$ cat config.mk
export PLATFORM = sky130hd
export DESIGN_NAME = rh_port_regs
export DESIGN_NICKNAME = d
export VERILOG_FILES = /design/src/rtl/rh_port_pkg.sv /design/src/rtl/rh_port_slot.sv /design/src/rtl/rh_port_readmux.sv /design/src/rtl/rh_port_regs.sv
export SDC_FILE = /design/constraint.sdc
export NUM_CORES = 1
export LEC_CHECK = 0
export ABC_AREA = 1
export BUFFER_PORTS_ARGS = -buffer_cell sky130_fd_sc_hd__buf_2
export CAP_MARGIN = 20
export CORE_MARGIN = 10
export CORE_UTILIZATION = 30
export DETAILED_ROUTE_END_ITERATION = 16
export SYNTH_ARGS = -nofsm -noshare
export SYNTH_HDL_FRONTEND = slang
export SYNTH_SLANG_ARGS = --single-unit
$ cat constraint.sdc
create_clock -name clk -period 1 [get_ports clk]
set_input_delay 0.15 -clock clk [delete_from_list [all_inputs] [get_ports clk]]
set_output_delay 0.15 -clock clk [all_outputs]
set_load 0.005 [all_outputs]
$ cat src/rtl/rh_port_pkg.sv
package rh_port_pkg;

    localparam int REG_W = 16;

    // bit positions of the port word
    localparam int PB_CONN    = 0;
    localparam int PB_CONN_CH = 1;
    localparam int PB_EN      = 2;
    localparam int PB_EN_CH   = 3;
    localparam int PB_RESUME  = 6;
    localparam int PB_LOWSPD  = 8;
    localparam int PB_PRST    = 9;
    localparam int PB_SUSP    = 12;

    localparam logic [REG_W-1:0] MASK_RO    = 16'h01BB;
    localparam logic [REG_W-1:0] MASK_W1C   = 16'h000A;
    localparam logic [REG_W-1:0] MASK_KEEP  = MASK_RO & ~MASK_W1C;
    localparam logic [REG_W-1:0] FILL_EMPTY = 16'hFF7F;

    typedef enum logic [1:0] {
        PS_EMPTY   = 2'd0,
        PS_PRESENT = 2'd1,
        PS_REAPPLY = 2'd2
    } pstate_t;

endpackage

$ cat src/rtl/rh_port_slot.sv
module rh_port_slot
    import rh_port_pkg::*;
(
    input  logic             clk,
    input  logic             rst_n,
    input  logic             hc_reset,
    input  logic             wr_hit,
    input  logic [REG_W-1:0] wr_data,
    input  logic             ev_attach,
    input  logic             ev_detach,
    input  logic             ev_lowspeed,
    input  logic             ev_wakeup,
    output logic [REG_W-1:0] port_q,
    output logic             bus_reset_req
);

    pstate_t          st, st_nx;
    logic             ls_q;
    logic [REG_W-1:0] val_nx;
    logic             attach_now;
    logic             prst_rise;

    // state register
    always_ff @(posedge clk or negedge rst_n) begin
        if (!rst_n) st <= PS_EMPTY;
        else        st <= st_nx;
    end

    // next-state
    always_comb begin
        st_nx = st;
        if (hc_reset) begin
            st_nx = (st == PS_EMPTY) ? PS_EMPTY : PS_REAPPLY;
        end else begin
            unique case (st)
                PS_EMPTY:   if (ev_attach) st_nx = PS_PRESENT;
                PS_PRESENT: if (ev_detach) st_nx = PS_EMPTY;
                PS_REAPPLY: st_nx = ev_detach ? PS_EMPTY : PS_PRESENT;
                default:    st_nx = PS_EMPTY;
            endcase
        end
    end

    // merged next value of the port word
    always_comb begin
        val_nx = port_q;
        if (wr_hit) begin
            val_nx = (port_q & MASK_RO) | (wr_data & ~MASK_RO);
            val_nx = val_nx & ~(wr_data & MASK_W1C);
        end
        attach_now = ev_attach || (st == PS_REAPPLY && !ev_detach);
        if (attach_now) begin
            val_nx[PB_CONN]    = 1'b1;
            val_nx[PB_CONN_CH] = 1'b1;
            val_nx[PB_LOWSPD]  = ev_attach ? ev_lowspeed : ls_q;
        end
        if (ev_detach) begin
            if (val_nx[PB_CONN]) begin
                val_nx[PB_CONN]    = 1'b0;
                val_nx[PB_CONN_CH] = 1'b1;
            end
            if (val_nx[PB_EN]) begin
                val_nx[PB_EN]    = 1'b0;
                val_nx[PB_EN_CH] = 1'b1;
            end
        end
        if (ev_wakeup && val_nx[PB_SUSP] && !val_nx[PB_RESUME])
            val_nx[PB_RESUME] = 1'b1;
    end

    assign prst_rise = wr_hit && wr_data[PB_PRST] && !port_q[PB_PRST] && (st != PS_EMPTY);

    // outputs
    always_ff @(posedge clk or negedge rst_n) begin
        if (!rst_n) begin
            port_q        <= '0;
            bus_reset_req <= 1'b0;
            ls_q          <= 1'b0;
        end else if (hc_reset) begin
            port_q        <= '0;
            bus_reset_req <= 1'b0;
        end else begin
            port_q        <= val_nx;
            bus_reset_req <= prst_rise;
            if (ev_attach) ls_q <= ev_lowspeed;
        end
    end

    // software cannot move the plain read-only bits
    a_r2_ro_hold: assert property (@(posedge clk) disable iff (!rst_n)
        (wr_hit && !ev_attach && !ev_detach && !ev_wakeup && !hc_reset && st != PS_REAPPLY)
        |=> ((port_q & MASK_KEEP) == ($past(port_q) & MASK_KEEP)));

    // request is a single cycle and follows a rise of the reset bit
    a_r4_one_cycle: assert property (@(posedge clk) disable iff (!rst_n)
        bus_reset_req |=> !bus_reset_req);
    a_r4_after_rise: assert property (@(posedge clk) disable iff (!rst_n)
        bus_reset_req |-> (port_q[PB_PRST] && !$past(port_q[PB_PRST])));

    // controller reset zeroes the word
    a_r9_zero: assert property (@(posedge clk) disable iff (!rst_n)
        hc_reset |=> (port_q == '0));

    // wakeup on a suspended port sets resume-seen
    a_r7_resume: assert property (@(posedge clk) disable iff (!rst_n)
        (ev_wakeup && port_q[PB_SUSP] && !wr_hit && !hc_reset) |=> port_q[PB_RESUME]);

endmodule

$ cat src/rtl/rh_port_readmux.sv
module rh_port_readmux
    import rh_port_pkg::*;
#(
    parameter int NUM_PORTS = 2,
    parameter int IDX_W     = 2
) (
    input  logic [NUM_PORTS*REG_W-1:0] words,
    input  logic [IDX_W-1:0]           idx,
    output logic [REG_W-1:0]           data
);

    always_comb begin
        data = FILL_EMPTY;
        for (int i = 0; i < NUM_PORTS; i++) begin
            if (idx == IDX_W'(i)) data = words[i*REG_W +: REG_W];
        end
    end

endmodule

$ cat src/rtl/rh_port_regs.sv
module rh_port_regs
    import rh_port_pkg::*;
#(
    parameter int NUM_PORTS = 2,
    parameter int IDX_W     = 2
) (
    input  logic                       clk,
    input  logic                       rst_n,
    input  logic                       hc_reset,
    input  logic                       wr_en,
    input  logic [IDX_W-1:0]           wr_port,
    input  logic [15:0]                wr_data,
    input  logic [IDX_W-1:0]           rd_port,
    output logic [15:0]                rd_data,
    input  logic [NUM_PORTS-1:0]       dev_attach,
    input  logic [NUM_PORTS-1:0]       dev_detach,
    input  logic [NUM_PORTS-1:0]       dev_lowspeed,
    input  logic [NUM_PORTS-1:0]       dev_wakeup,
    output logic [NUM_PORTS-1:0]       bus_reset_req,
    output logic [NUM_PORTS*16-1:0]    port_value
);

    localparam int WORDS_W = NUM_PORTS * REG_W;

    logic [NUM_PORTS-1:0] wr_hit;
    logic [WORDS_W-1:0]   words;

    for (genvar g = 0; g < NUM_PORTS; g++) begin : g_port
        assign wr_hit[g] = wr_en && (wr_port == IDX_W'(g));

        rh_port_slot u_slot (
            .clk           (clk),
            .rst_n         (rst_n),
            .hc_reset      (hc_reset),
            .wr_hit        (wr_hit[g]),
            .wr_data       (wr_data),
            .ev_attach     (dev_attach[g]),
            .ev_detach     (dev_detach[g]),
            .ev_lowspeed   (dev_lowspeed[g]),
            .ev_wakeup     (dev_wakeup[g]),
            .port_q        (words[g*REG_W +: REG_W]),
            .bus_reset_req (bus_reset_req[g])
        );
    end

    rh_port_readmux #(
        .NUM_PORTS (NUM_PORTS),
        .IDX_W     (IDX_W)
    ) u_rmux (
        .words (words),
        .idx   (rd_port),
        .data  (rd_data)
    );

    assign port_value = words;

    // indices past the last port read the fill pattern
    always_comb begin
        if (rst_n && (int'(rd_port) >= NUM_PORTS))
            a_r8_fill: assert (rd_data == FILL_EMPTY);
    end

endmodule

==> results of run 1 <==
-- power breakdown --
group,internal (mW),switching (mW)
clock network,0.696,0.503
registers,1.47,0.0644
logic,0.352,0.395
-- through the flow --
step / hold WS, ns / setup TNS, ns
3_3_place_gp: 0.123 / -0.651
2_1_floorplan: -0.146 / 0
6_report: 0.102 / -2.20
5_1_grt: 0.128 / -3.32
3_5_place_dp: 0.124 / -0.722
4_1_cts: 0.100 / -2.20
-- critical path, delay by kind of cell, from the launching register on --
| kind | cells | cell delay [ns] |
|---|---|---|
| flip-flops | 1 | 0.41 |
| buffers and inverters | 1 | 0.12 |
| AO/OA/AOI/OAI | 1 | 0.13 |
| AND/OR/NAND/NOR | 1 | 0.05 |
-- cell usage in the layout, fill, tap and decap left out, drive strengths merged, types with 3 or more instances in the layout --
cell type | netlist | layout
buf | 18 | 100
nand2 | 39 | 39
dfrtp | 34 | 34
inv | 29 | 29
nor2 | 23 | 23
a21oi | 18 | 18
nand3 | 17 | 17
o21ai | 16 | 16
clkbuf | 1 | 8
conb | 1 | 7
o22ai | 5 | 5
nand4 | 4 | 4
o211ai | 3 | 3
or2 | 3 | 3
-- synthesized netlist by cell type (all sizes together) --
library cell  instances
and2                  1
buf                  18
nand4                 4
clkbuf                1
nor3                  2
a31o                  1
o22ai                 5
nand2                39
dfrtp                34
nor2                 23
o21ai                16
conb                  1
and3                  2
inv                  29
or2                   3
nand3b                2
nand3                17
o211ai                3
a21oi                18
-- registers in the layout (all words and copies together), names as in the netlist --
signal / cells
g_port.u_slot.ls_q: 2
g_port.u_slot.st: 4
g_port.u_slot.port_q: 26
g_port.u_slot.bus_reset_req: 2
-- layer usage --
metal | GRT usage | vias up | routed length (um)
li1 | - | 883 | -
met1 | 0.139 | 851 | 2220
met2 | 0.207 | 53 | 2750
met3 | 0.0370 | 9 | 474
met4 | 0.0424 | 0 | 123
met5 | 0 | - | 0
-- final cells by class --
class,count,area [um^2],area share
multi-input combinational,143,744,0.284
clock buffer,8,110,0.0420
timing repair buffer,101,716,0.273
sequential,34,851,0.325
inverter,29,109,0.0415
tap,72,90.1,0.0344
-- path summary, 6_finish.rpt --
path / start / to / slack (ns) / cells after the start
worst max-delay path: g_port[0].u_slot.port_q[8]$_DFFE_PN0P_ / rd_data[8] / -0.15 / 3
worst min-delay path: dev_wakeup[1] / g_port[1].u_slot.port_q[6]$_DFF_PN0_ / 0.10 / 3
worst max register to register: g_port[0].u_slot.port_q[9]$_DFFE_PN0P_ / g_port[0].u_slot.port_q[9]$_DFFE_PN0P_ / 0.03 / 5
worst min register to register: g_port[1].u_slot.ls_q$_DFFE_PN0N_ / g_port[1].u_slot.ls_q$_DFFE_PN0N_ / 0.48 / 2
max in group asynchronous: rst_n / g_port[0].u_slot.ls_q$_DFFE_PN0N_ / 0.47 / 3
min in group asynchronous: rst_n / g_port[1].u_slot.port_q[14]$_DFFE_PN0P_ / 0.36 / 3
-- logic make-up after synthesis --
| group | after synthesis |
|---|---|
| AND/OR/NAND/NOR | 93 |
| other | 1 |
| flip-flops | 34 |
| buffers and inverters | 48 |
| AO/OA/AOI/OAI | 43 |
-- timing repair --
action	in CTS	in global routing
hold buffers	1	0
endpoints found under the setup margin	15	32
hold endpoints to repair	34	0
resized for setup	11	27
pin swaps	13	7
setup buffers	10	5
==> results.md, run 1 <==
- Synthesis instantiated 27 different standard cells from the library.
- The number of antenna violations at the first check in global routing is 0.
- Using the TritonRoute via totals, the vias-per-cell ratio works out to approximately 4.6.
- Buffers inserted during clock tree synthesis total 5.
- The worst setup path is captured at a primary output.
- The adder and majority cell fraction of the synthesized area is 0.
- The part of the cycle the worst path needs is 1.15.
- The post-synthesis cell type with the largest combined area is sky130_fd_sc_hd__dfrtp_1.
- On the critical path, the stage with the largest delay is an instance of sky130_fd_sc_hd__dfrtp_1.
- The placed instances occupy a cell area of 2250 um^2.
- Along the worst path, the maximum fanout reaches 2.
- The max-slew violation total from the final report is 0.
- The analysis attributes to cell leakage a power of around 1.4 nW.
- After detailed placement, the design holds a cell count of approximately 360.
- After clock tree synthesis, the clock-pin slew on the worst setup and hold paths is approximately 0.070 ns.
- The global-route wire length before repair is just under 9000 um.
- The number of synthesis warnings is 0.
- The flow ran to the end, but the final reports show violations.
- The width of the die is a little under 100 um.
- The critical path goes through a21oi_2, nand2_1, buf_2.
- The time the worst path needs with I/O delays and setup is 1.15 ns.
- Dividing total power by cell area gives a power density of about 1300 nW/um^2.
- The minimum setup slack in the final design is -0.153 ns.
- The post-synth design cell area is roughly 1800 um^2.
- The diode insertion count for antenna repair is 0.
- The standard-cell row count is 27.
- The worst hold-check path type is in -> reg.
- The HPWL after detailed placement is 4280 um.
- The y dimension of the die is a little under 100 um.
- The critical path arrival is 1.00 ns.
- The overall routing resource usage is 0.121.
- The number of nets with antenna violations after routing is 0.
- By area the synthesized netlist is led by sky130_fd_sc_hd__dfrtp_1, sky130_fd_sc_hd__nand2_1, sky130_fd_sc_hd__inv_1, sky130_fd_sc_hd__buf_4, sky130_fd_sc_hd__a21oi_1.
- The total die area is 9310 um^2.
- Setup repair after global routing could not meet its margin everywhere.
- The critical path launch point type is a flip-flop.
- Setup violations remaining at the end of the flow were counted as 23.
- The count of buffers added on input and output ports is 69.
- The power after layout is about 3.5 mW.
- The post-synthesis compound-gate area fraction came to 0.135.
- The number of maximum-capacitance violations is 0.
- The finished cells cover 2620 um^2.
- The H-tree depth is 2.
- The type of the worst setup path is reg -> out.
- The number of failing hold endpoints at the final stage is 0.
- The worst path required time is 0.85 ns.
- After detailed routing, the average wire length per cell comes to 14.4 um.
- The area growth from synthesis to layout is 49.3%.
- The layout has 567 filler cells.
- The share of the synthesized area in the top cell type is 0.485.
- For this configuration, the core starts out at a cell density of 0.313.
- The final layout contains routed wiring with a total length of approximately 5600 um.
- The final design utilization is 0.467.
- The iteration count of the initial detailed-routing pass is 4.
- The DRC violation total after the first TritonRoute iteration is 77.
- The final reports fail on setup timing.
- The count of nets after finishing is roughly 350.
- The area share of xor/xnor cells in the synthesized design is 0.
- The largest net degree at the start of global routing is 35.
- The post-place setup slack is -0.0972 ns.
- The clock tree from TritonCTS is built.
- The number of cells in the finished layout apart from fillers is 387.
- The mean instance size in the synthesized netlist is about 8 um^2.
- In this run the count of I/O pins placed on the die edge is 82.
- The largest stage delay on the critical path is 0.41 ns.
- Counting flops and latches in the post-synthesis netlist gives 34.
- Of the total synthesized cell area, the portion taken by AND, OR, NAND and NOR gates is 0.241.
- The tree built by TritonCTS fans out to 34 sinks.
- The largest family of logic cells by synthesized area is simple AND/OR/NAND/NOR gates.
- In the routed design, unresolved DRC markers number 0.
- The worst-case IR drop observed on VDD is between 0.6 and 0.7 mV.
- The cell sitting at the root of the clock tree is a sky130_fd_sc_hd__clkbuf_8.
- The aggregate global routing overflow is 0.
- Clock latency on the worst-skew pair, taken at its later pin, is 0.29 ns.
- In the final layout, the share of cells above drive strength 1 is 0.441.
- The number of vias in the routed layout is 1,796.
- Synthesis produced 219 cells.
- The core region is 5610 um^2.
- The sequential fraction of the synthesis area is 0.485.
- The proportion of synthesized area in mux cells is 0.
- The highest clock frequency the design can meet is just under 0.9 GHz.
- At the end of routability-driven placement, the weighted congestion stood at 0.826.
- The final clock skew is 0.00283 ns.
- The via count of the first global-routing pass is 1,747.
- The longest clock path from root to sink contains 2 buffers.
No activity file was read; power rests on OpenSTA's default activity.
==> run 2, diff against run 1 <==
Settings changed: CORE_UTILIZATION 30 to 42, PLACE_DENSITY from default to 0.76.
==> results.md, run 2 (synthesis gave the netlist of run 1 again) <==
- Status: complete, but fails checks (unchanged).
- Violated checks: setup timing (unchanged).
- The share of post-route cells with drive strength above 1 is 0.471 (was 0.441).
- The standard-cell row count is 23 (was 27).
- The minimum setup slack in the final design is -0.212 ns (was -0.153 ns).
- The via count of the first global-routing pass is 1,930 (was 1,747).
- The setup slack of the most critical reg-to-reg path is -0.01 ns (was 0.03 ns).
- The via density per instance is 5.00 (was 4.64).
- The width of the die was 84.7 um (was 96.5 um).
- The biggest fanout along the worst timing path is 2 (unchanged).
- The area growth from synthesis to layout is 52.0% (was 49.3%).
- The number of failing hold endpoints at the final stage was 0 (unchanged).
- Commonest cells after routing, fill and taps aside: sky130_fd_sc_hd__buf_2, sky130_fd_sc_hd__nand2_1, sky130_fd_sc_hd__dfrtp_1 (unchanged).
- The worst hold-check path type is in -> reg (unchanged).
- The uppermost layer routed is met4 (unchanged).
- The number of vias in the routed layout was 1,875 (was 1,796).
- The placeable core region is 4030 um^2 (was 5610 um^2).
- The diode insertion count for antenna repair is 0 (unchanged).
- The total die area came to 7170 um^2 (was 9310 um^2).
- The startpoint of the most critical setup path is g_port[0].u_slot.port_q[15]$_DFFE_PN0P_ (was g_port[0].u_slot.port_q[8]$_DFFE_PN0P_).
- The final hold slack is 0.110 ns (was 0.102 ns).
- The leakage power is 1.46 nW (was 1.42 nW).
- The launching point of the worst reg2reg path was g_port[0].u_slot.st[0]$_DFFE_PN0P_ (was g_port[0].u_slot.port_q[9]$_DFFE_PN0P_).
- The part of the cycle the worst path needs is 1.21 (was 1.15).
- The HPWL after detailed placement was 4090 um (was 4280 um).
- The register with the highest flop count is g_port.u_slot.port_q (unchanged).
- The power density over cell area was 1250 nW/um^2 (was 1330 nW/um^2).
- The post-detailed-routing wire length is 5680 um (was 5570 um).
- The final clock skew came to 0.00255 ns (was 0.00283 ns).
- The worst-case clock buffer depth was 2 (unchanged).
- The count of nets after finishing was 358 (was 346).
- The most frequent standard cell in the layout excluding fill and tap cells was sky130_fd_sc_hd__buf_2 (unchanged).
- The iteration count of the initial detailed-routing pass is 4 (unchanged).
- The type of the worst setup path is reg -> out (unchanged).
- The global-route wire length before repair is 9160 um (was 8690 um).
- Ordered list of cells on the worst path: nor2_1, a21oi_1, buf_2 (was a21oi_2, nand2_1, buf_2).
- The critical path arrival was 1.06 ns (was 1.00 ns).
- The effective utilization at floorplan is 0.436 (was 0.313).
- The DRC violation count after routing came to 0 (unchanged).
- The number of nets with antenna violations after routing is 0 (unchanged).
- The port buffer count was 69 (unchanged).
- The H-tree depth was 2 (unchanged).
- The worst ir drop on vdd is 0.624 mV (was 0.692 mV).
- The largest stage delay on the critical path is 0.37 ns (was 0.41 ns).
- The aggregate global routing overflow was 0 (unchanged).
- The y dimension of the die is 84.7 um (was 96.5 um).
- The total non-filler cell area in the finished layout is 2670 um^2 (was 2620 um^2).
- The time the worst path needs with I/O delays and setup is 1.21 ns (was 1.15 ns).
- The total clock buffers created by CTS is 5 (unchanged).
- The family with the most delay on the worst path is flip-flops (unchanged).
- The sort of element at the end of the critical path is a primary output (unchanged).
- The highest clock frequency the design can meet was 0.825 GHz (was 0.868 GHz).
- The cell count of the worst hold path was 3 (unchanged).
- Largest registers: g_port.u_slot.port_q x26, g_port.u_slot.st x4 (unchanged).
- The I/O pin count was 82 (unchanged).
- The capturing point of the worst reg2reg path is g_port[0].u_slot.port_q[8]$_DFFE_PN0P_ (was g_port[0].u_slot.port_q[9]$_DFFE_PN0P_).
- The cell depth of the worst flop-to-flop path was 6 (was 5).
- The worst hold path startpoint is dev_wakeup[1] (unchanged).
- The max-slew violation total from the final report was 0 (unchanged).
- The number of maximum-capacitance violations is 0 (unchanged).
- The overall routing resource usage is 0.154 (was 0.121).
- The worst path required time came to 0.85 ns (about the same).
- The count of clock tree sinks is 34 (unchanged).
- The met3 routed wirelength is 454 um (was 474 um).
- The wire length on met2 was 2820 um (was 2750 um).
- The worst hold path endpoint is g_port[1].u_slot.port_q[6]$_DFF_PN0_ (unchanged).
- The met1 wire length is 2190 um (was 2220 um).
- The total number of cells along the worst setup path is 3 (unchanged).
- The detailed-route wire length per cell is 15.1 um (was 14.4 um).
- The largest net degree at the start of global routing is 35 (unchanged).
- The placement-stage cell area is 2240 um^2 (was 2250 um^2).
- The sum of buffers and inverters on the critical path came to 1 (unchanged).
- The root buffer cell is sky130_fd_sc_hd__clkbuf_8 (unchanged).
- The number of antenna violations at the first check in global routing was 0 (unchanged).
- The global placer's final weighted congestion is 0.829 (was 0.826).
- The clock tree from TritonCTS is built (unchanged).
- The power after layout is 3.34 mW (was 3.48 mW).
- The flip-flop count of the largest register after layout is 26 (unchanged).
- Setup repair after global routing missed its margin: true (unchanged).
- The clock input transition at the sequential cells of the worst setup and hold paths is 0.06 ns (was 0.07 ns).
- The DRC violation total after the first TritonRoute iteration was 93 (was 77).
- The insertion delay of the later-clocked pin in the worst-skew pair came to 0.29 ns (about the same).
- The slowest cell on the critical path is sky130_fd_sc_hd__dfrtp_1 (unchanged).
- The critical path launch point type is a flip-flop (unchanged).
- The final-report setup violation count came to 26 (was 23).
-- run 2: cell types whose count changed in the layout (fill, tap and decap cells not counted), moves of 3 or more --
cell	change
sky130_fd_sc_hd__nor2_1	-3
sky130_fd_sc_hd__nor2_2	+3
sky130_fd_sc_hd__buf_4	+11
sky130_fd_sc_hd__buf_6	+7
sky130_fd_sc_hd__buf_2	-4
-- run 2: layout make-up --
type	instances	area (um^2)
inverters	29	109
multi-input cells	143	746
well taps	50	62.6
flip-flops and latches	34	851
repair buffers	113	817
clock buffers	6	82.6
fillers	343	1360
-- run 2: worst reg2reg max path, stage by stage, from the launching register on --
cell and delay, ns:
sky130_fd_sc_hd__dfrtp_1 0.38, sky130_fd_sc_hd__inv_2 0.06, sky130_fd_sc_hd__nand3b_1 0.16, sky130_fd_sc_hd__nand2_2 0.14
sky130_fd_sc_hd__inv_2 0.05, sky130_fd_sc_hd__nand3_2 0.05, sky130_fd_sc_hd__o21ai_1 0.06
-- run 2: repair_timing --
action                                  4_1_cts  5_1_grt
pin swaps                                    14        5
hold buffers                                  1        0
endpoints found under the setup margin       16       35
resized for setup                            14       37
endpoints found under the hold margin        34        0
buffers inserted                             15        8
-- run 2: layer usage --
layer  vias to the layer above  track usage
met5                         -            0
met1                       887        0.169
met2                        69        0.255
met3                        16       0.0512
li1                        903            -
met4                         0       0.0853
-- run 2: power by group --
part | total [mW] | internal [mW] | switching [mW]
Combinational | 0.814 | 0.398 | 0.416
Clock | 0.988 | 0.530 | 0.458
Sequential | 1.53 | 1.47 | 0.0648
-- run 2: worst max path at each step --
stage                                                     to  slack (ns)
after global placement                            rd_data[9]       -0.08
after global routing                              rd_data[3]       -0.25
after floorplan           g_port[1].u_slot.st[0]$_DFFE_PN0P_        0.07
after CTS                                         rd_data[0]       -0.14
final                                            rd_data[15]       -0.21
after detailed placement                          rd_data[9]       -0.11
-- run 2: through the flow --
| step | util | setup TNS [ns] | setup slack (ns) | instances |
|---|---|---|---|---|
| floorplan | - | 0 | 0.0689 | 225 |
| global placement | 0.555 | -0.570 | -0.0751 | 346 |
| detailed placement | 0.555 | -0.958 | -0.107 | 346 |
| CTS | 0.620 | -2.24 | -0.140 | 368 |
| global route | 0.662 | -3.82 | -0.253 | 375 |
| finish | 0.662 | -2.49 | -0.212 | 375 |
==> run 3, diff against run 2 <==
Settings changed: CORE_UTILIZATION 42 to 43, CTS_BUF_LIST from default to sky130_fd_sc_hd__clkbuf_2 sky130_fd_sc_hd__clkbuf_4 sky130_fd_sc_hd__clkbuf_8, PLACE_DENSITY 0.76 to 0.78, TNS_END_PERCENT from default to 20.
==> results.md, run 3 (synthesis gave the netlist of run 1 again) <==
- The total clock buffers created by CTS is 5 (unchanged).
- The final hold slack is 0.114 ns (was 0.110 ns).
- The diode insertion count for antenna repair is 0 (unchanged).
- The worst ir drop on vdd was 1.11 mV (was 0.624 mV).
- The number of fillers in the final layout is 360 (was 343).
- The clock tree from TritonCTS is built (unchanged).
- The y dimension of the die is 83.9 um (was 84.7 um).
- The launching point of the worst reg2reg path is g_port[1].u_slot.st[0]$_DFFE_PN0P_ (was g_port[0].u_slot.st[0]$_DFFE_PN0P_).
- The area of combinational cells with multiple inputs is 704 um^2 (was 746 um^2).
- The highest clock frequency the design can meet came to 0.891 GHz (was 0.825 GHz).
- The port buffer count was 69 (unchanged).
- The net switching power figure came to 0.897 mW (was 0.939 mW).
- The critical path launch point type is a flip-flop (unchanged).
- The final clock skew was 0.00504 ns (was 0.00255 ns).
- The clock power share is 0.298 (was 0.296).
- The worst hold path endpoint is g_port[1].u_slot.port_q[6]$_DFF_PN0_ (unchanged).
- The iteration count of the initial detailed-routing pass was 6 (was 4).
- The root buffer cell is sky130_fd_sc_hd__clkbuf_8 (unchanged).
- Status: complete, but fails checks (unchanged).
- The aggregate global routing overflow was 0 (unchanged).
- The max-slew violation total from the final report is 0 (unchanged).
- The proportion of total power due to net switching came to 0.285 (was 0.282).
- The cell count of the worst hold path is 3 (unchanged).
- The count of nets after finishing was 342 (was 358).
- The part of the cycle the worst path needs is 1.12 (was 1.21).
- Violated checks: setup timing (unchanged).
- The HPWL after detailed placement is 3870 um (was 4090 um).
- The standard-cell row count is 23 (unchanged).
- The setup total negative slack is -1.79 ns (was -2.49 ns).
- The share of post-route cells with drive strength above 1 came to 0.387 (was 0.471).
- The cell depth of the worst flop-to-flop path is 3 (was 6).
- The internal power was 2.24 mW (was 2.40 mW).
- The type of the worst setup path is reg -> out (unchanged).
- The critical path arrival came to 0.97 ns (was 1.06 ns).
- The DRC violation count after routing is 0 (unchanged).
- The number of nets with antenna violations after routing is 0 (unchanged).
- The number of maximum-capacitance violations was 0 (unchanged).
- The global placer's final weighted congestion came to 0.798 (was 0.829).
- The post-detailed-routing wire length is 4970 um (was 5680 um).
- The flip-flop count of the largest register after layout is 26 (unchanged).
- The DRC violation total after the first TritonRoute iteration is 98 (was 93).
- The effective utilization at floorplan came to 0.442 (was 0.436).
- The worst hold path startpoint is dev_wakeup[1] (unchanged).
- The clock input transition at the sequential cells of the worst setup and hold paths is 0.07 ns (was 0.06 ns).
- The combinational share of power is 0.216 (was 0.244).
- The detailed-route wire length per cell came to 13.8 um (was 15.1 um).
- The overall routing resource usage came to 0.136 (was 0.154).
- The leakage power is 1.36 nW (was 1.46 nW).
- Commonest cells after routing, fill and taps aside: sky130_fd_sc_hd__buf_2, sky130_fd_sc_hd__nand2_1, sky130_fd_sc_hd__dfrtp_1 (unchanged).
- The power density over cell area was 1310 nW/um^2 (was 1250 nW/um^2).
- The number of failing hold endpoints at the final stage is 0 (unchanged).
- The time the worst path needs with I/O delays and setup came to 1.12 ns (was 1.21 ns).
- Largest registers: g_port.u_slot.port_q x26, g_port.u_slot.st x4 (unchanged).
- The via count of the first global-routing pass was 1,749 (was 1,930).
- The area growth from synthesis to layout is 36.3% (was 52.0%).
- The width of the die came to 83.9 um (was 84.7 um).
- The sequential cell area is 851 um^2 (unchanged).
- The count of clock tree sinks is 34 (unchanged).
- The sequential cell fraction of total power is 0.486 (was 0.460).
- The capturing point of the worst reg2reg path is g_port[1].u_slot.st[0]$_DFFE_PN0P_ (was g_port[0].u_slot.port_q[8]$_DFFE_PN0P_).
- The insertion delay of the later-clocked pin in the worst-skew pair is 0.28 ns (was 0.29 ns).
- The setup slack of the most critical reg-to-reg path is 0.04 ns (was -0.01 ns).
- The total die area is 7040 um^2 (was 7170 um^2).
- The minimum setup slack in the final design is -0.122 ns (was -0.212 ns).
- The final-report setup violation count was 20 (was 26).
- Setup repair after global routing missed its margin: true (unchanged).
- The number of vias in the routed layout came to 1,728 (was 1,875).
- The I/O pin count is 82 (unchanged).
- The global-route wire length before repair came to 8180 um (was 9160 um).
- The largest net degree at the start of global routing is 35 (unchanged).
- The register with the highest flop count is g_port.u_slot.port_q (unchanged).
- The biggest fanout along the worst timing path was 2 (unchanged).
- The worst path required time is 0.85 ns (about the same).
- The worst hold-check path type is in -> reg (unchanged).
- The H-tree depth is 2 (unchanged).
- The placeable core region was 3970 um^2 (was 4030 um^2).
- The most frequent standard cell in the layout excluding fill and tap cells is sky130_fd_sc_hd__buf_2 (unchanged).
- The sort of element at the end of the critical path is a primary output (unchanged).
- The via density per instance came to 4.80 (was 5.00).
- The number of antenna violations at the first check in global routing is 0 (unchanged).
- The worst-case clock buffer depth is 2 (unchanged).
-- run 3: changes by cell type in the layout (fill, tap and decap cells not counted), sizes merged --
| cell | previous run | this run |
|---|---|---|
| buf | 112 | 96 |
| clkbuf | 6 | 5 |
| clkinv | 0 | 2 |
-- run 3: worst max-delay path by stage --
| stage | startpoint | end | slack [ns] |
|---|---|---|---|
| after detailed placement | rd_port[1] | rd_data[9] | -0.1 |
| after global placement | rd_port[1] | rd_data[9] | -0.08 |
| after floorplan | g_port[1].u_slot.st[0]$_DFFE_PN0P_ | g_port[1].u_slot.st[0]$_DFFE_PN0P_ | 0.07 |
| final | g_port[0].u_slot.port_q[0]$_DFF_PN0_ | rd_data[0] | -0.12 |
| after CTS | g_port[0].u_slot.port_q[0]$_DFF_PN0_ | rd_data[0] | -0.13 |
| after global routing | g_port[1].u_slot.port_q[9]$_DFFE_PN0P_ | rd_data[9] | -0.19 |
-- run 3: power groups by stage --
stage / Combinational (mW) / Sequential [mW] / Clock (mW)
global placement: 0.620 / 1.55 / 0
finish: 0.677 / 1.53 / 0.937
detailed placement: 0.632 / 1.56 / 0
floorplan: 0.337 / 1.55 / 0
CTS: 0.672 / 1.53 / 0.961
global route: 0.771 / 1.54 / 1.01
-- run 3: worst max-delay path, cell delays in order (launching register included) --
cell and delay [ns]:
sky130_fd_sc_hd__dfrtp_1 0.39, sky130_fd_sc_hd__a21oi_1 0.13, sky130_fd_sc_hd__nand2_1 0.06, sky130_fd_sc_hd__buf_2 0.12
-- run 3: cell type report --
cell class | instances | share of cell area
Tap cell | 50 | 0.0262
Sequential cell | 34 | 0.356
Inverter | 29 | 0.0455
Clock buffer | 5 | 0.0288
Multi-Input combinational cell | 143 | 0.294
Timing Repair Buffer | 97 | 0.245
Clock inverter | 2 | 0.00418
-- run 3: what timing repair did --
action | CTS | global route
hold endpoints to repair | 34 | 0
buffers inserted | 6 | 2
endpoints found under the setup margin | 13 | 26
pin swaps | 13 | 1
resized for setup | 2 | 9
hold buffers | 1 | 0
-- run 3: metrics by stage --
step                       util  instances  power (mW)  worst slack, ns  instance area, um^2
after CTS                 0.592        358        3.16           -0.131                 2350
after global placement    0.556        344        2.17          -0.0797                 2210
final                     0.602        360        3.14           -0.122                 2390
after detailed placement  0.556        344        2.19          -0.0951                 2210
after floorplan               -        225        1.89           0.0689                 1780
after global routing      0.602        360        3.32           -0.193                 2390
-- run 3: routing by layer --
| layer | GRT usage | part of all wire |
|---|---|---|
| met4 | 0.0411 | 0.013 |
| met1 | 0.152 | 0.41 |
| met2 | 0.229 | 0.48 |
| met5 | 0 | 0 |
| met3 | 0.0586 | 0.090 |
